$ cat src/rtl/csr_rmw_pkg.sv
package csr_rmw_pkg;

  typedef enum logic [1:0] {
    OPK_WRITE = 2'b00,
    OPK_SET   = 2'b01,
    OPK_CLEAR = 2'b10,
    OPK_BAD   = 2'b11
  } opk_e;

  typedef enum logic [2:0] {
    SQ_IDLE,
    SQ_WR_DEST,
    SQ_WR_CSR,
    SQ_FINISH,
    SQ_FAULT
  } sq_state_e;

  function automatic logic op_is_legal(input logic [1:0] code);
    return code != OPK_BAD;
  endfunction

endpackage

$ cat src/rtl/csr_rmw_update.sv
module csr_rmw_update #(
  parameter int DATA_W = 32
) (
  input  logic [1:0]        op,
  input  logic [DATA_W-1:0] opnd,
  input  logic [DATA_W-1:0] old_val,
  output logic [DATA_W-1:0] new_val
);
  import csr_rmw_pkg::*;

  always_comb begin
    case (op)
      OPK_WRITE: new_val = opnd;
      OPK_SET:   new_val = old_val | opnd;
      OPK_CLEAR: new_val = old_val & ~opnd;
      default:   new_val = old_val;
    endcase
  end

endmodule

$ cat src/rtl/csr_rmw_ctrl.sv
module csr_rmw_ctrl #(
  parameter int DATA_W = 32,
  parameter int ADDR_W = 6
) (
  input  logic              clk,
  input  logic              rst,
  input  logic              start,
  input  logic [1:0]        op,
  input  logic [DATA_W-1:0] csr_old,
  input  logic [DATA_W-1:0] new_val,
  input  logic [ADDR_W-1:0] csr_addr,
  input  logic [ADDR_W-1:0] dest_addr,
  output logic              busy,
  output logic              wr_en,
  output logic [ADDR_W-1:0] wr_addr,
  output logic [DATA_W-1:0] wr_data,
  output logic              done,
  output logic              bad_op
);
  import csr_rmw_pkg::*;

  sq_state_e         state;
  logic [ADDR_W-1:0] held_addr;
  logic [DATA_W-1:0] held_val;

  always_ff @(posedge clk) begin
    if (rst) begin
      state     <= SQ_IDLE;
      wr_en     <= 1'b0;
      wr_addr   <= '0;
      wr_data   <= '0;
      done      <= 1'b0;
      bad_op    <= 1'b0;
      held_addr <= '0;
      held_val  <= '0;
    end else begin
      wr_en  <= 1'b0;
      done   <= 1'b0;
      bad_op <= 1'b0;
      case (state)
        SQ_IDLE: begin
          if (start) begin
            if (op_is_legal(op)) begin
              state     <= SQ_WR_DEST;
              wr_en     <= 1'b1;
              wr_addr   <= dest_addr;
              wr_data   <= csr_old;
              held_addr <= csr_addr;
              held_val  <= new_val;
            end else begin
              state  <= SQ_FAULT;
              bad_op <= 1'b1;
            end
          end
        end
        SQ_WR_DEST: begin
          state   <= SQ_WR_CSR;
          wr_en   <= 1'b1;
          wr_addr <= held_addr;
          wr_data <= held_val;
        end
        SQ_WR_CSR: begin
          state <= SQ_FINISH;
          done  <= 1'b1;
        end
        default: state <= SQ_IDLE;
      endcase
    end
  end

  assign busy = (state != SQ_IDLE);


  first_write_chk: assert property (@(posedge clk) disable iff (rst)
    (start && !busy && op_is_legal(op)) |=>
      (wr_en && wr_addr == $past(dest_addr) && wr_data == $past(csr_old)));


  second_write_chk: assert property (@(posedge clk) disable iff (rst)
    (wr_en && $past(wr_en)) |-> (wr_addr == $past(csr_addr, 2)));


  done_after_pair_chk: assert property (@(posedge clk) disable iff (rst)
    done |-> (!wr_en && $past(wr_en) && $past(wr_en, 2)));


  bad_quiet_chk: assert property (@(posedge clk) disable iff (rst)
    bad_op |-> (!wr_en && !done));


  busy_ignore_chk: assert property (@(posedge clk) disable iff (rst)
    (start && busy) |=> !(wr_en && !$past(wr_en)));


  busy_release_chk: assert property (@(posedge clk) disable iff (rst)
    (done || bad_op) |=> !busy);

endmodule

$ cat src/rtl/csr_rmw_seq.sv
module csr_rmw_seq #(
  parameter int DATA_W = 32,
  parameter int ADDR_W = 6
) (
  input  logic              clk,
  input  logic              rst,
  input  logic              start,
  input  logic [1:0]        op,
  input  logic [DATA_W-1:0] opnd,
  input  logic [DATA_W-1:0] csr_old,
  input  logic [ADDR_W-1:0] csr_addr,
  input  logic [ADDR_W-1:0] dest_addr,
  output logic              busy,
  output logic              wr_en,
  output logic [ADDR_W-1:0] wr_addr,
  output logic [DATA_W-1:0] wr_data,
  output logic              done,
  output logic              bad_op
);

  logic [DATA_W-1:0] upd_val;

  csr_rmw_update #(.DATA_W(DATA_W)) upd_i (
    .op      (op),
    .opnd    (opnd),
    .old_val (csr_old),
    .new_val (upd_val)
  );

  csr_rmw_ctrl #(.DATA_W(DATA_W), .ADDR_W(ADDR_W)) ctrl_i (
    .clk       (clk),
    .rst       (rst),
    .start     (start),
    .op        (op),
    .csr_old   (csr_old),
    .new_val   (upd_val),
    .csr_addr  (csr_addr),
    .dest_addr (dest_addr),
    .busy      (busy),
    .wr_en     (wr_en),
    .wr_addr   (wr_addr),
    .wr_data   (wr_data),
    .done      (done),
    .bad_op    (bad_op)
  );


  reset_quiet_chk: assert property (@(posedge clk)
    rst |=> (!wr_en && !done && !bad_op && !busy));

endmodule

$ cat config.mk
export PLATFORM = sky130hd
export DESIGN_NAME = csr_rmw_seq
export DESIGN_NICKNAME = d
export VERILOG_FILES = /design/src/rtl/csr_rmw_pkg.sv /design/src/rtl/csr_rmw_update.sv /design/src/rtl/csr_rmw_ctrl.sv /design/src/rtl/csr_rmw_seq.sv
export SDC_FILE = /design/constraint.sdc
export NUM_CORES = 1
export LEC_CHECK = 0
export ABC_AREA = 1
export BUFFER_PORTS_ARGS = -buffer_cell sky130_fd_sc_hd__buf_2
export CORE_MARGIN = 1
export CORE_UTILIZATION = 45
export CTS_BUF_LIST = sky130_fd_sc_hd__clkbuf_8
export DETAILED_ROUTE_END_ITERATION = 10
export PLACE_DENSITY = 0.7
export SYNTH_ARGS = -nofsm -noshare
export SYNTH_HDL_FRONTEND = slang
export SYNTH_SLANG_ARGS = --single-unit
$ cat constraint.sdc
create_clock -name clk -period 2.7 [get_ports clk]
set_input_delay 0.54 -clock clk [delete_from_list [all_inputs] [get_ports clk]]
set_output_delay 0.54 -clock clk [all_outputs]
set_load 0.01 [all_outputs]
==> results_dict.tcl <==
set metrics [dict create \
    numCtsBuffers 9 \
    min_path_type "in -> reg" \
    rrSetupSlack_ns 0.62 \
    routed_via_density 4.51 \
    ys_seq_area_share_pct 35.3 \
    cts_max_level 3 \
    clock_latency_ns 0.35 \
    cts_sinks 82 \
    die-area_um2 10700 \
    port-buffer-count 122 \
    first_iter_violations 177 \
    gp_congestion 0.773 \
    synth_ff_type "dfxtp_1" \
    nNetsFinal 981 \
    syn_area_per_cell_um2 5.77 \
    max_slew_margin_pct 32.0 \
    cp-end-kind "output port" \
    path_cells "nor2_4 -> nand2_2 -> buf_2" \
    synthSimpleGateAreaFrac_pct 47.2 \
    hpwl_um 7600 \
    hold_violations 0 \
    io_pins 123 \
    core-area_um2 9910 \
    clk_pin_slew_ns 0.09 \
    skew_ns 0.0108 \
    final_util_pct 55.4 \
    cp_slowest_stage_delay_ns 0.43 \
    drv_slew 0 \
    internal_power_mw 2.22 \
    clock_path_buffers 2 \
    cts_hold_buf 0 \
    post-cts-setup-buffer-count 0 \
    maxCapViolations 0 \
    power_density_nw_per_um2 603 \
    grt_setup_unrepaired "false" \
    fin_crit_sh_pct 81.1 \
    hold_end "ctrl_i.wr_en$_SDFF_PP0_" \
    synth_nets 886 \
    required_ns 2.16 \
    yosysUniqueCellTypes 18 \
    async_flop_share_pct 0 \
    dieHeight_um 104 \
    crit_buf_inv 1 \
    synth_compound_area_share_pct 5.39 \
    synth_edf_count 0 \
    synth_area_leaders "dfxtp_1 (35%), nand2_1 (29%), nor2_1 (12%)" \
    wirelength_um 11600 \
    cpMaxStageDelayCell "nor2_4" \
    fp-row-count 36 \
    comb_power_share_pct 27.5 \
    p_sw_share_pct 32.9 \
    ant_nets 0 \
    grt_max_degree 60 \
    power_frac_seq_pct 43.3 \
    setup_viol_count_final 0 \
    p_clk_share_pct 29.2 \
    crit_path_max_fanout 21 \
    max_freq_mhz 457 \
    crit_type "reg -> out" \
    synth_fa_ha_area_share_pct 0 \
    drc 0 \
    synth_xor_area_share_pct 0 \
    yosysMostFrequentCell "nand2_1" \
    syn_to_final_growth_pct 18.2 \
    cts_tree "done" \
    synth_top_family_by_area "simple AND/OR/NAND/NOR gates" \
    crit_arrival_ns 1.65 \
    vias 4681 \
    period_needed_ns 2.19 \
    synth_area_leader_cell "dfxtp_1" \
    grt_first_pass_wirelength_um 20000 \
    syn_area_um2 4640 \
    setup.worst_path.start_class "flop" \
    cts_resized 0 \
    crit_family "simple AND/OR/NAND/NOR gates" \
    netlist_instances 805 \
    outcome "completed" \
    hold_start "rst" \
    peakVddDrop_v 0.000273 \
    synthTopCellsByCount "nand2_1 (359), nor2_1 (154), dfxtp_1 (82), inv_1 (78), nand3_1 (38)" \
    reg2reg_to "ctrl_i.held_val[8]$_SDFFE_PP0P_" \
    antenna_found_initial 0 \
    routedWlPerCell_um 11.2 \
    fillers 1059 \
    muxShareOfSynthArea_pct 0 \
    min_path_cells 2 \
    start_util_pct 46.9 \
    dr.pass1.iters 5 \
    p_sw_mw 1.09 \
    ys_warn_count 0 \
    fin_setup_tns_ns 0 \
    synth_top_area_share_pct 35.3 \
    ys_ff_latch 82 \
    drive_gt1_share_pct 17.4 \
    n_antenna_cell 0 \
    grt_remaining_overflow 0 \
    p_leak_nw 3.21 \
    tightest_slew_ns 1.02 \
    r2r_start "ctrl_i.state[2]$_SDFFE_PP0P_" \
    die_w_um 104 \
    cts_root_buf "clkbuf_8" \
    grt_pass1_vias 4332 \
    grt_use_total_pct 22.6 \
    reg2reg_depth 6 \
]
## worst register-to-register path: stages (launching register included)
cell and delay (ns):
dfxtp_1 0.34, nor2_4 0.43, nand2_2 0.31, nor2_4 0.33, inv_2 0.33, nor2_1 0.21
nor2_1 0.05
## registers in the layout, summed over array words and instances, names as in the netlist
name,count
ctrl_i.wr_en,1
ctrl_i.state,3
ctrl_i.wr_addr,6
ctrl_i.held_addr,6
ctrl_i.bad_op,1
ctrl_i.wr_data,32
ctrl_i.held_val,32
ctrl_i.done,1
## metal layers
metal  part of all wire (%)  GRT usage [%]
met2                     46           38.7
met4                    1.8           7.66
met5                      0              0
met1                     48           29.3
met3                    4.3           2.71
## power groups by stage
stage               sequential (mW)  combinational (mW)  clock (mW)
global route                   1.45                1.05        1.03
global placement               1.46               0.910           0
detailed placement             1.46               0.912           0
CTS                            1.43               0.918       0.983
finish                         1.43               0.911       0.966
floorplan                      1.49               0.625           0
## kinds of logic (layout without fill, tap and decap cells)
| logic type | after synthesis | in the layout |
|---|---|---|
| buffers and inverters | 129 | 228 |
| AO/OA/AOI/OAI | 34 | 34 |
| flip-flops | 82 | 82 |
| AND/OR/NAND/NOR | 560 | 560 |
## cells in the final DEF (no fill, tap or decap), drive strengths merged
master,netlist,layout
nor3,2,2
clkbuf,11,9
nor2,156,156
bufinv,0,2
o21bai,32,32
nand2,363,363
buf,37,132
clkinv,0,1
clkinvlp,0,2
a21oi,2,2
inv,81,82
nand3b,1,1
dfxtp,82,82
nand3,38,38
## through the flow
step	hold WS, ns	instances	cell area, um^2	worst slack [ns]	total power [mW]
after CTS	0.410	1037	5490	0.497	3.34
after global routing	0.436	1037	5490	0.341	3.54
after floorplan	0.456	805	4640	1.25	2.11
after global placement	0.474	1022	5280	0.694	2.37
after detailed placement	0.475	1022	5280	0.618	2.37
final	0.423	1037	5490	0.510	3.31
## area by class of cell
| class | instances | area, um^2 | share of cell area, % |
|---|---|---|---|
| clock buffer | 9 | 124 | 2.26 |
| timing repair buffer | 132 | 723 | 13.2 |
| multi-input combinational | 594 | 2440 | 44.5 |
| sequential | 82 | 1640 | 29.9 |
| clock inverter | 6 | 83.8 | 1.53 |
| inverter | 81 | 304 | 5.54 |
| tap | 133 | 166 | 3.03 |
## worst max path at each step
stage                                       startpoint                              end  slack [ns]  cells past startpoint
after CTS                 ctrl_i.state[2]$_SDFFE_PP0P_                             busy        0.50                      3
final                     ctrl_i.state[2]$_SDFFE_PP0P_                             busy        0.51                      3
after global routing      ctrl_i.state[2]$_SDFFE_PP0P_  ctrl_i.held_val[7]$_SDFFE_PP0P_        0.34                      6
after floorplan                                  op[1]  ctrl_i.wr_data[10]$_SDFFE_PP0P_        1.25                      9
after global placement                           op[1]  ctrl_i.wr_data[29]$_SDFFE_PP0P_        0.69                      9
after detailed placement  ctrl_i.state[2]$_SDFFE_PP0P_  ctrl_i.held_val[8]$_SDFFE_PP0P_        0.62                      6
(Power assumes the default switching activity.)
